**config.mk**
```make
export PLATFORM = sky130hd
export DESIGN_NAME = sigv_regfile
export DESIGN_NICKNAME = d
export VERILOG_FILES = /design/src/rtl/sigv_pkg.sv /design/src/rtl/sigv_addr_dec.sv /design/src/rtl/sigv_operand_bank.sv /design/src/rtl/sigv_ctrl.sv /design/src/rtl/sigv_regfile.sv
export SDC_FILE = /design/constraint.sdc
export NUM_CORES = 2
export LEC_CHECK = 0
export ABC_AREA = 1
export BUFFER_PORTS_ARGS = -buffer_cell sky130_fd_sc_hd__buf_2
export CAP_MARGIN = 10
export CORE_AREA = 5 5 529 531
export DETAILED_ROUTE_END_ITERATION = 6
export DIE_AREA = 0 0 534 536
export MAX_ROUTING_LAYER = met4
export SLEW_MARGIN = 20
export SYNTH_ARGS = -nofsm -noshare
export SYNTH_HDL_FRONTEND = slang
export SYNTH_SLANG_ARGS = --single-unit
```
**constraint.sdc**
```tcl
create_clock -name clk -period 2.05 [get_ports clk]
set_input_delay 0.3075 -clock clk [delete_from_list [all_inputs] [get_ports clk]]
set_output_delay 0.3075 -clock clk [all_outputs]
set_load 0.02 [all_outputs]
```
**src/rtl/sigv_pkg.sv**
```systemverilog
package sigv_pkg;
  localparam int DATA_W     = 32;
  localparam int BYTE_W     = 8;
  localparam int NUM_BYTES  = DATA_W / BYTE_W;
  localparam int NUM_OPND   = 5;
  localparam int OPND_WORDS = 8;
  localparam int OPND_W     = OPND_WORDS * DATA_W;
  localparam int GRP_W      = $clog2(NUM_OPND);
  localparam int IDX_W      = $clog2(OPND_WORDS);
  localparam int TOTAL_WORDS = NUM_OPND * OPND_WORDS;

  // Word addresses (byte offset / 4)
  localparam int WA_VERSION = 'h00;
  localparam int WA_ENGRST  = 'h01;
  localparam int WA_START   = 'h04;
  localparam int WA_RESULT  = 'h05;
  localparam int WA_OPND    = 'h08;

  typedef enum logic [2:0] {
    SEL_NONE,
    SEL_VER,
    SEL_RST,
    SEL_START,
    SEL_RES,
    SEL_OPND
  } sel_e;

  typedef struct packed {
    sel_e             sel;
    logic [GRP_W-1:0] grp;
    logic [IDX_W-1:0] idx;
  } dec_t;
endpackage

```
**src/rtl/sigv_addr_dec.sv**
```systemverilog
module sigv_addr_dec
  import sigv_pkg::*;
#(
  parameter int ADDR_W = 8
) (
  input  logic [ADDR_W-1:0] addr,
  output dec_t              dec
);
  localparam logic [ADDR_W-1:0] A_VER   = ADDR_W'(WA_VERSION);
  localparam logic [ADDR_W-1:0] A_RST   = ADDR_W'(WA_ENGRST);
  localparam logic [ADDR_W-1:0] A_START = ADDR_W'(WA_START);
  localparam logic [ADDR_W-1:0] A_RES   = ADDR_W'(WA_RESULT);
  localparam logic [ADDR_W-1:0] A_OLO   = ADDR_W'(WA_OPND);
  localparam logic [ADDR_W-1:0] A_OHI   = ADDR_W'(WA_OPND + TOTAL_WORDS);

  logic [ADDR_W-1:0] off;

  assign off = addr - A_OLO;

  always_comb begin
    dec     = '0;
    dec.sel = SEL_NONE;
    if (addr == A_VER) begin
      dec.sel = SEL_VER;
    end else if (addr == A_RST) begin
      dec.sel = SEL_RST;
    end else if (addr == A_START) begin
      dec.sel = SEL_START;
    end else if (addr == A_RES) begin
      dec.sel = SEL_RES;
    end else if (addr >= A_OLO && addr < A_OHI) begin
      dec.sel = SEL_OPND;
      dec.grp = off[IDX_W +: GRP_W];
      dec.idx = off[IDX_W-1:0];
    end
  end
endmodule

```
**src/rtl/sigv_operand_bank.sv**
```systemverilog
module sigv_operand_bank
  import sigv_pkg::*;
(
  input  logic                        clk,
  input  logic                        rst_n,
  input  logic                        wr_en,
  input  logic [GRP_W-1:0]            wr_grp,
  input  logic [IDX_W-1:0]            wr_idx,
  input  logic [DATA_W-1:0]           wr_data,
  input  logic [NUM_BYTES-1:0]        wr_be,
  input  logic [GRP_W-1:0]            rd_grp,
  input  logic [IDX_W-1:0]            rd_idx,
  output logic [DATA_W-1:0]           rd_data,
  output logic [NUM_OPND*OPND_W-1:0]  opnd_flat
);
  logic [DATA_W-1:0] word_q [TOTAL_WORDS];

  for (genvar g = 0; g < NUM_OPND; g++) begin : g_grp
    for (genvar w = 0; w < OPND_WORDS; w++) begin : g_word
      localparam int K = g * OPND_WORDS + w;
      logic              hit;
      logic [DATA_W-1:0] nxt;
      logic [DATA_W-1:0] q;

      assign hit = wr_en && (wr_grp == GRP_W'(g)) && (wr_idx == IDX_W'(w));

      for (genvar b = 0; b < NUM_BYTES; b++) begin : g_byte
        assign nxt[b*BYTE_W +: BYTE_W] = wr_be[b] ? wr_data[b*BYTE_W +: BYTE_W]
                                                  : q[b*BYTE_W +: BYTE_W];
      end

      always_ff @(posedge clk or negedge rst_n) begin
        if (!rst_n) begin
          q <= '0;
        end else if (hit) begin
          q <= nxt;
        end
      end

      assign word_q[K] = q;
      assign opnd_flat[g*OPND_W + w*DATA_W +: DATA_W] = q;
    end
  end

  always_comb begin
    rd_data = '0;
    for (int k = 0; k < TOTAL_WORDS; k++) begin
      if ({rd_grp, rd_idx} == (GRP_W+IDX_W)'(((k / OPND_WORDS) << IDX_W) + (k % OPND_WORDS))) begin
        rd_data = word_q[k];
      end
    end
  end
endmodule

```
**src/rtl/sigv_ctrl.sv**
```systemverilog
module sigv_ctrl (
  input  logic clk,
  input  logic rst_n,
  input  logic rst_we,
  input  logic rst_wbit,
  input  logic start_we,
  input  logic busy,
  output logic eng_rst_n,
  output logic eng_start
);
  logic rst_bit_q, rst_bit_d;
  logic start_q, start_d;

  always_comb begin
    rst_bit_d = rst_we ? rst_wbit : rst_bit_q;
    start_d   = start_we && !busy;
  end

  always_ff @(posedge clk or negedge rst_n) begin
    if (!rst_n) begin
      rst_bit_q <= 1'b0;
      start_q   <= 1'b0;
    end else begin
      rst_bit_q <= rst_bit_d;
      start_q   <= start_d;
    end
  end

  assign eng_rst_n = rst_bit_q;
  assign eng_start = start_q;
endmodule

```
**src/rtl/sigv_regfile.sv**
```systemverilog
module sigv_regfile
  import sigv_pkg::*;
#(
  parameter int          ADDR_W  = 8,
  parameter logic [31:0] VERSION = 32'h5A6E_0100
) (
  input  logic              clk,
  input  logic              rst_n,
  input  logic [ADDR_W-1:0] reg_addr,
  input  logic              reg_wr_en,
  input  logic [31:0]       reg_wr_data,
  input  logic [3:0]        reg_wr_be,
  input  logic              reg_rd_req,
  output logic              reg_rd_valid,
  output logic [31:0]       reg_rd_data,
  output logic              eng_rst_n,
  output logic              eng_start,
  input  logic              eng_busy,
  input  logic              eng_result,
  output logic [255:0]      eng_qx,
  output logic [255:0]      eng_qy,
  output logic [255:0]      eng_r,
  output logic [255:0]      eng_s,
  output logic [255:0]      eng_hash
);
  dec_t                       dec;
  logic [DATA_W-1:0]          opnd_rd;
  logic [NUM_OPND*OPND_W-1:0] opnd_flat;
  logic                       opnd_we;
  logic                       rst_we;
  logic                       start_we;
  logic [DATA_W-1:0]          rd_mux;
  logic [DATA_W-1:0]          rd_data_q;
  logic                       rd_valid_q;

  sigv_addr_dec #(.ADDR_W(ADDR_W)) u_dec (
    .addr (reg_addr),
    .dec  (dec)
  );

  assign opnd_we  = reg_wr_en && (dec.sel == SEL_OPND);
  assign rst_we   = reg_wr_en && (dec.sel == SEL_RST) && reg_wr_be[0];
  assign start_we = reg_wr_en && (dec.sel == SEL_START) && reg_wr_be[0];

  sigv_operand_bank u_bank (
    .clk       (clk),
    .rst_n     (rst_n),
    .wr_en     (opnd_we),
    .wr_grp    (dec.grp),
    .wr_idx    (dec.idx),
    .wr_data   (reg_wr_data),
    .wr_be     (reg_wr_be),
    .rd_grp    (dec.grp),
    .rd_idx    (dec.idx),
    .rd_data   (opnd_rd),
    .opnd_flat (opnd_flat)
  );

  sigv_ctrl u_ctrl (
    .clk       (clk),
    .rst_n     (rst_n),
    .rst_we    (rst_we),
    .rst_wbit  (reg_wr_data[0]),
    .start_we  (start_we),
    .busy      (eng_busy),
    .eng_rst_n (eng_rst_n),
    .eng_start (eng_start)
  );

  always_comb begin
    rd_mux = '0;
    unique case (dec.sel)
      SEL_VER:   rd_mux = VERSION;
      SEL_RST:   rd_mux[0] = eng_rst_n;
      SEL_START: rd_mux[0] = eng_busy;
      SEL_RES:   rd_mux[0] = eng_result;
      SEL_OPND:  rd_mux = opnd_rd;
      default:   rd_mux = '0;
    endcase
  end

  always_ff @(posedge clk or negedge rst_n) begin
    if (!rst_n) begin
      rd_valid_q <= 1'b0;
      rd_data_q  <= '0;
    end else begin
      rd_valid_q <= reg_rd_req;
      if (reg_rd_req) begin
        rd_data_q <= rd_mux;
      end
    end
  end

  assign reg_rd_valid = rd_valid_q;
  assign reg_rd_data  = rd_data_q;

  assign eng_qx   = opnd_flat[0*OPND_W +: OPND_W];
  assign eng_qy   = opnd_flat[1*OPND_W +: OPND_W];
  assign eng_r    = opnd_flat[2*OPND_W +: OPND_W];
  assign eng_s    = opnd_flat[3*OPND_W +: OPND_W];
  assign eng_hash = opnd_flat[4*OPND_W +: OPND_W];
endmodule

```
# Yosys cells after proc, flatten, opt, wreduce, memory -nomap -nowiden
# Index checks and enable logic that the tools add are counted.
# word_totals
register_bits	1315
in_bits	50
# op_classes
add_sub_neg	1
order_cmp	2
n_eq_ne	58
n_mux	51
reduce_logical	217
# ops
cell	n
32-bit two-way mux	40
2-bit AND reduction	160
6-bit by 5-bit equality test with 1-bit output (second input constant)	16
31-bit one-hot mux with 2 select lines	1
1-bit logical AND	52
6-bit by 4-bit equality test with 1-bit output (second input constant)	8
6-bit equality test (second input constant)	8
6-bit by 3-bit equality test with 1-bit output (second input constant)	4
6-bit two-way mux	4
3-bit equality test (second input constant)	7
3-bit by 2-bit equality test with 1-bit output (second input constant)	6
8-bit by 3-bit equality test with 1-bit output (second input constant)	2
6-bit by 2-bit equality test with 1-bit output (second input constant)	2
3-bit two-way mux	4
3-bit by 1-bit equality test with 1-bit output (second input constant)	3
9-bit two-way mux	1
8-bit by 1-bit equality test with 1-bit output (second input constant)	1
8-bit by 4-bit >= comparator with 1-bit output (second input constant)	1
8-bit zero test	1
8-bit by 6-bit less-than comparator with 1-bit output (second input constant)	1
6-bit by 1-bit equality test with 1-bit output (second input constant)	1
3-bit zero test	2
6-bit zero test	1
6-bit by 4-bit subtractor with 6-bit output (second input constant)	1
other kinds (2)	2

# Longest topological paths before layout
# depth
word_depth	49
depth_mapped	39
mapped_depth_nobuf	38

# By module
# Synthesis repeated with hierarchy kept, for this count alone.
# unflattened
hier_cells	7097
area_unflattened_um2	57916.8
# modules_own_cells
mod	n_inst	cells_per_inst	area_per_inst_um2	seq_area_each_um2
sigv_operand_bank	1	6885	56240.2	32030.7
sigv_regfile	1	162	1397.6	825.8
sigv_addr_dec	1	42	206.4	0.0
sigv_ctrl	1	8	72.6	50.0

# Least setup slack after synthesis
# OpenSTA, ideal clock, no wires.
# synth_path
kind	input to register
start	input port reg_addr[4]
end	register rd_data_q[5] (netlist: reg_rd_data[5])
setup_ps	116
t_arrival_ps	3117
required_time_ps	1934
setup_slack_ps	-1183
path_stages	35
n_path_buf	2
cell_sequence	inv_1 > ha_1 > nand2_1 > nor2_2 > nand2_2 > nand2_4 > nand2_4 > nor2_4 > nand2_2 > nor2_2 > nand2_1 > buf_6 > buf_4 > o21ai_1 > nand4_1 > nor2_1 > nand3_1 > nor2_1 > nand4_1 > nand2_1 > nand4_1 > nor2_1 > nand3_1 > nand2_1 > nand3_1 > nand2_1 > nand3_1 > nand2_1 > nand4_1 > nor3_1 > nand4_1 > nor2_1 > nand4_1 > nand2_1 > nand2_1
# synth_between
elab_chain_cells	49
word_cells_on_any_way	100
# synth_rtl
element	line	rtl
start: declaration	sigv_regfile.sv:9	input logic [ADDR_W-1:0] reg_addr,
8-bit by 4-bit >= comparator with 1-bit output / 8-bit by 6-bit less-than comparator with 1-bit output (equally long branches)	sigv_addr_dec.sv:31	end else if (addr >= A_OLO && addr < A_OHI) begin
1-bit logical AND	sigv_addr_dec.sv:31	
9-bit two-way mux	sigv_addr_dec.sv:31	
6-bit two-way mux	sigv_addr_dec.sv:29	end else if (addr == A_RES) begin
6-bit two-way mux	sigv_addr_dec.sv:27	end else if (addr == A_START) begin
6-bit two-way mux	sigv_addr_dec.sv:25	end else if (addr == A_RST) begin
6-bit two-way mux	sigv_addr_dec.sv:23	if (addr == A_VER) begin
6-bit zero test	sigv_operand_bank.sv:48	if ({rd_grp, rd_idx} == (GRP_W+IDX_W)'(((k / OPND_WORDS) << IDX_W) + (k % OPND_WORDS))) begin
32-bit two-way mux (40 in series)	sigv_operand_bank.sv:48	
31-bit one-hot mux with 2 select lines (*)	sigv_regfile.sv:72	unique case (dec.sel)
end signal: assignment	sigv_regfile.sv:89	rd_data_q <= rd_mux;
end: declaration	sigv_regfile.sv:33	logic [DATA_W-1:0] rd_data_q;
# Every way passes the cells marked *; elsewhere a longest branch is shown, timed or not.
# A chain may end at the register's enable or synchronous reset.

# Final worst setup path
# layout_path
start	input port reg_addr[4]
end	register rd_data_q[3] (netlist: reg_rd_data[3])
# The elaborated chain is that of the path after synthesis.

==> results list <==
- Status: complete, but fails checks
* Violated checks: setup timing
- Antenna-violating nets left: 0
- Clk Latency, worst-skew pair: 880 ps
- Final worst path period share: 245%
* Initial Utilization: 21.3%
- The cell area that synthesis handed to floorplanning was 58500 um^2.
- Among the stages of the critical path, the cell type that occurs most often is sky130_fd_sc_hd__nand4_1.
- Buffers on Ports: 1364
- Worst slew margin: 26.1%
- Type of the most critical hold path: in -> reg
* Pin count of the biggest net entering global routing: 95
* Worst path slowest cell: sky130_fd_sc_hd__nand4_1
- In this run the horizontal extent of the chip is 534 um.
- Dividing total power by cell area gives a power density of 680 nW/um^2.
- During I/O placement, the number of pins put on the boundary was 1365.
* Drt via density: 4.97
- Overall die height: 536 um
- Logic depth of the worst path, buffers included: 41
* Number of enable-type register cells in the synthesized netlist: 0
- For met3 alone, demand over resource in global routing was 11.2%.
* Vias: 68608
- Timing analysis after detailed placement gives a worst setup slack of -4580 ps.
* Synth area leader: sky130_fd_sc_hd__dfrtp_1
* Synthesized-area fraction occupied by adder cells: 0.0428%
- The wire-length estimate of the detail-placed layout is 342000 um.
- Max Cap Viol: 0
- Setup WS post-layout: -2970 ps
* Global-route wire length before repair: 585000 um
- Number of buffers added by the clock tree synthesis step: 163
- Once layout is complete, the utilization of the core stands at 34.0%.
- Xor-xnor portion of the synthesized cell area: 0%
- Number of rows created at floorplan: 193
- Setup CP Type: in -> reg
- TritonCTS built the clock tree.
- DRC errors left: 0
- After synthesis, the mean cell area works out to 8.08 um^2.
* Crit Path Max Fanout: 5
- Number of synthesized register bits: 1315
* Final hold violation count: 0
- Number of antenna violations at the first check in global routing: 46
- Met1 track demand over resource in global routing: 37.4%
- The finished cells cover 93400 um^2.
- Count of cells along the worst register-to-register path: 30
- Static timing analysis puts the maximum clock frequency at 199 MHz.
- Summed over its instances, the top area cell type makes up 56.2% of the synthesized netlist area.
* Post-layout instance count excluding filler cells: 13815
* Most frequently used flop master after synthesis: sky130_fd_sc_hd__dfrtp_1
- Setup violations remaining at the end of the flow were counted as 1281.
- The floorplan step defined a die boundary enclosing 286000 um^2.
* Delay of the slowest cell on the worst path: 360 ps
* Number of sinks on the clock net: 1315
- Clock slew at reported path FFs: 60 ps
* Minimum clock period: 5020 ps
- Number of iterations in the first detailed-routing pass: 6
- The longest clock path from root to sink contains 4 buffers.
* Top Usage Layer GRT: met2
- Slew at the pin closest to its max-slew limit: 1100 ps
- The post-route netlist has 40.1% of its cells at a drive strength greater than 1.
* Total wirelength of the detailed-routed design: 448000 um
- Worst Path Arrival: 5750 ps
* Dominant combinational cell family by area after synthesis: simple AND/OR/NAND/NOR gates
* Startpoint type of the worst setup path: input pin
- Async S/R FF share, synth: 100%
- In this run the cell area measured after placement is 83300 um^2.
- After detailed placement, the design holds a cell count of 13380.
- The number of nets in the synthesized netlist is 7292.
- Counting instances in the post-synthesis netlist gives the leading cell types as sky130_fd_sc_hd__nand2_1, sky130_fd_sc_hd__o21ai_0, sky130_fd_sc_hd__dfrtp_1, sky130_fd_sc_hd__clkbuf_1, sky130_fd_sc_hd__inv_1.
- Setup repair after global routing could not meet its margin everywhere.
- Routability-driven placement congestion ratio: 1.00
* Capturing element type of the critical path: register
- Among all cell types in the netlist, the one instantiated most often is sky130_fd_sc_hd__nand2_1.
* Minimum hold slack: 38.3 ps
* GRT Overall Usage: 30.8%
* Leakage power: 48.0 nW
- Synthesis handed over a netlist of 7240 instances.
- Worst hold stages: 4
- CTS placed an instance of sky130_fd_sc_hd__clkbuf_16 at the clock tree root.
* Leading post-synthesis cells by cell area: sky130_fd_sc_hd__dfrtp_1, sky130_fd_sc_hd__nand2_1, sky130_fd_sc_hd__o21ai_0
- Yosys warning count: 0
- Core region area: 275000 um^2
- For this run, the post-layout net count is 10099.
- Count of cell types in the netlist: 35
- Summing the areas of all and, or, nand and nor instances in the mapped netlist gives 25.9% of the synthesized area.
- For the worst setup path, the data required time is 2770 ps.
- For this run, global-route usage on met2 was measured as 43.2%.
- Summing the areas of all compound-gate instances in the mapped netlist gives 12.2% of the synthesized area.
- The first routing iteration left 10139 violations.
- Count of final max-slew check failures: 0
* Layout Skew: 63.5 ps
- Relative to the synthesized area, the layout overhead comes to 59.6%.
- For this run, the register share of the synthesized area comes to 56.2%.
- GRT Residual Overflow: 0
- The H-tree was split into 4 levels.
* Worst supply voltage drop on vdd: 537 uV
- The via count of the first global-routing pass was 64199.
- Buffers plus inverters on the worst setup path: 10
- Share of synthesized area spent on multiplexers: 0%
- In this design, the largest share of critical-path delay is due to simple AND/OR/NAND/NOR gates.
- Routed WL per cell: 32.5 um
## per-stage QoR
| stage | setup TNS [ps] | power, mW |
|---|---|---|
| global route | -318640 | 64.8 |
| global placement | -1703050 | 33.2 |
| finish | -185400 | 63.5 |
| CTS | -182000 | 63.4 |
| floorplan | -546050 | 28.3 |
| detailed placement | -1724530 | 33.2 |
## worst min-delay path, delay by kind of cell
family / cells / cell delay [ps]
compound gates: 1 / 200
buf+inv: 3 / 350
## power by group
| group | switching [mW] | internal, mW | leakage [nW] |
|---|---|---|---|
| clock network | 12.7 | 17.0 | 2.60 |
| logic | 5.24 | 2.15 | 27.0 |
| registers | 0.232 | 26.1 | 18.3 |
| total | 18.2 | 45.3 | 48.0 |
## layer usage
| metal | vias up | wire length [um] |
|---|---|---|
| li1 | 29162 | - |
| met1 | 33228 | 166000 |
| met2 | 5221 | 186000 |
| met3 | 997 | 62500 |
| met4 | 0 | 34500 |
| met5 | - | 0 |
## cell type report
| class | instances | area, um^2 |
|---|---|---|
| Tap cell | 3607 | 4510 |
| Inverter | 409 | 1610 |
| Fill cell | 28854 | 182000 |
| Antenna cell | 39 | 97.6 |
| Sequential cell | 1315 | 32900 |
| Multi-Input combinational cell | 5060 | 25400 |
| Clock buffer | 234 | 4680 |
| Clock inverter | 53 | 609 |
| Timing Repair Buffer | 3098 | 23600 |
## final timing paths
kind                                                      from                              end  slack [ps]
worst max-delay path                               reg_addr[4]                   reg_rd_data[3]       -2970
worst min-delay path                            reg_wr_data[2]   u_bank.g_grp[1].g_word[1].q[2]          40
worst max register to register  u_bank.g_grp[0].g_word[1].q[3]                   reg_rd_data[3]       -2600
worst min register to register                 reg_rd_data[22]                  reg_rd_data[22]         470
max in group asynchronous                                rst_n  u_bank.g_grp[0].g_word[3].q[30]         900
min in group asynchronous                                rst_n   u_bank.g_grp[1].g_word[3].q[4]         280
## registers in the layout, indices dropped and copies added, names as in the netlist
| name | flops |
|---|---|
| u_bank.g_grp.g_word.q | 1280 |
| reg_rd_data | 32 |
| reg_rd_valid | 1 |
| u_ctrl.eng_rst_n | 1 |
| u_ctrl.eng_start | 1 |
## cells by family after synthesis
family                     after synthesis
and+or+nand+nor                       3641
AOI/OAI and AO/OA                     1415
DFF                                   1315
buffers and inverters                  867
adders and majority gates                2
## what timing repair did
action                                  CTS  global route
resized for setup                       640           304
endpoints found under the hold margin   962             0
setup endpoints to repair              1332          1329
setup buffers                            77            36
hold buffers                              6             0
pin swaps                               310           400
cloned                                   15            12
## cell usage in the layout (no fill, tap or decap), types with 73 or more instances in the layout
cell	Yosys	layout
sky130_fd_sc_hd__o21ai_0	1319	1294
sky130_fd_sc_hd__inv_1	390	349
sky130_fd_sc_hd__clkbuf_16	0	166
sky130_fd_sc_hd__nand4_1	224	224
sky130_fd_sc_hd__nor2_1	288	188
sky130_fd_sc_hd__nand3_1	244	106
sky130_fd_sc_hd__nand3_2	0	80
sky130_fd_sc_hd__dfrtp_1	1315	1313
sky130_fd_sc_hd__buf_4	3	1314
sky130_fd_sc_hd__nand2_1	2656	2463
sky130_fd_sc_hd__buf_2	21	1360
sky130_fd_sc_hd__nor2_4	6	73
sky130_fd_sc_hd__buf_6	5	170
sky130_fd_sc_hd__buf_12	0	216
sky130_fd_sc_hd__nand2_2	7	127
sky130_fd_sc_hd__or2_2	165	157
Power figures use the tool's default switching activity.
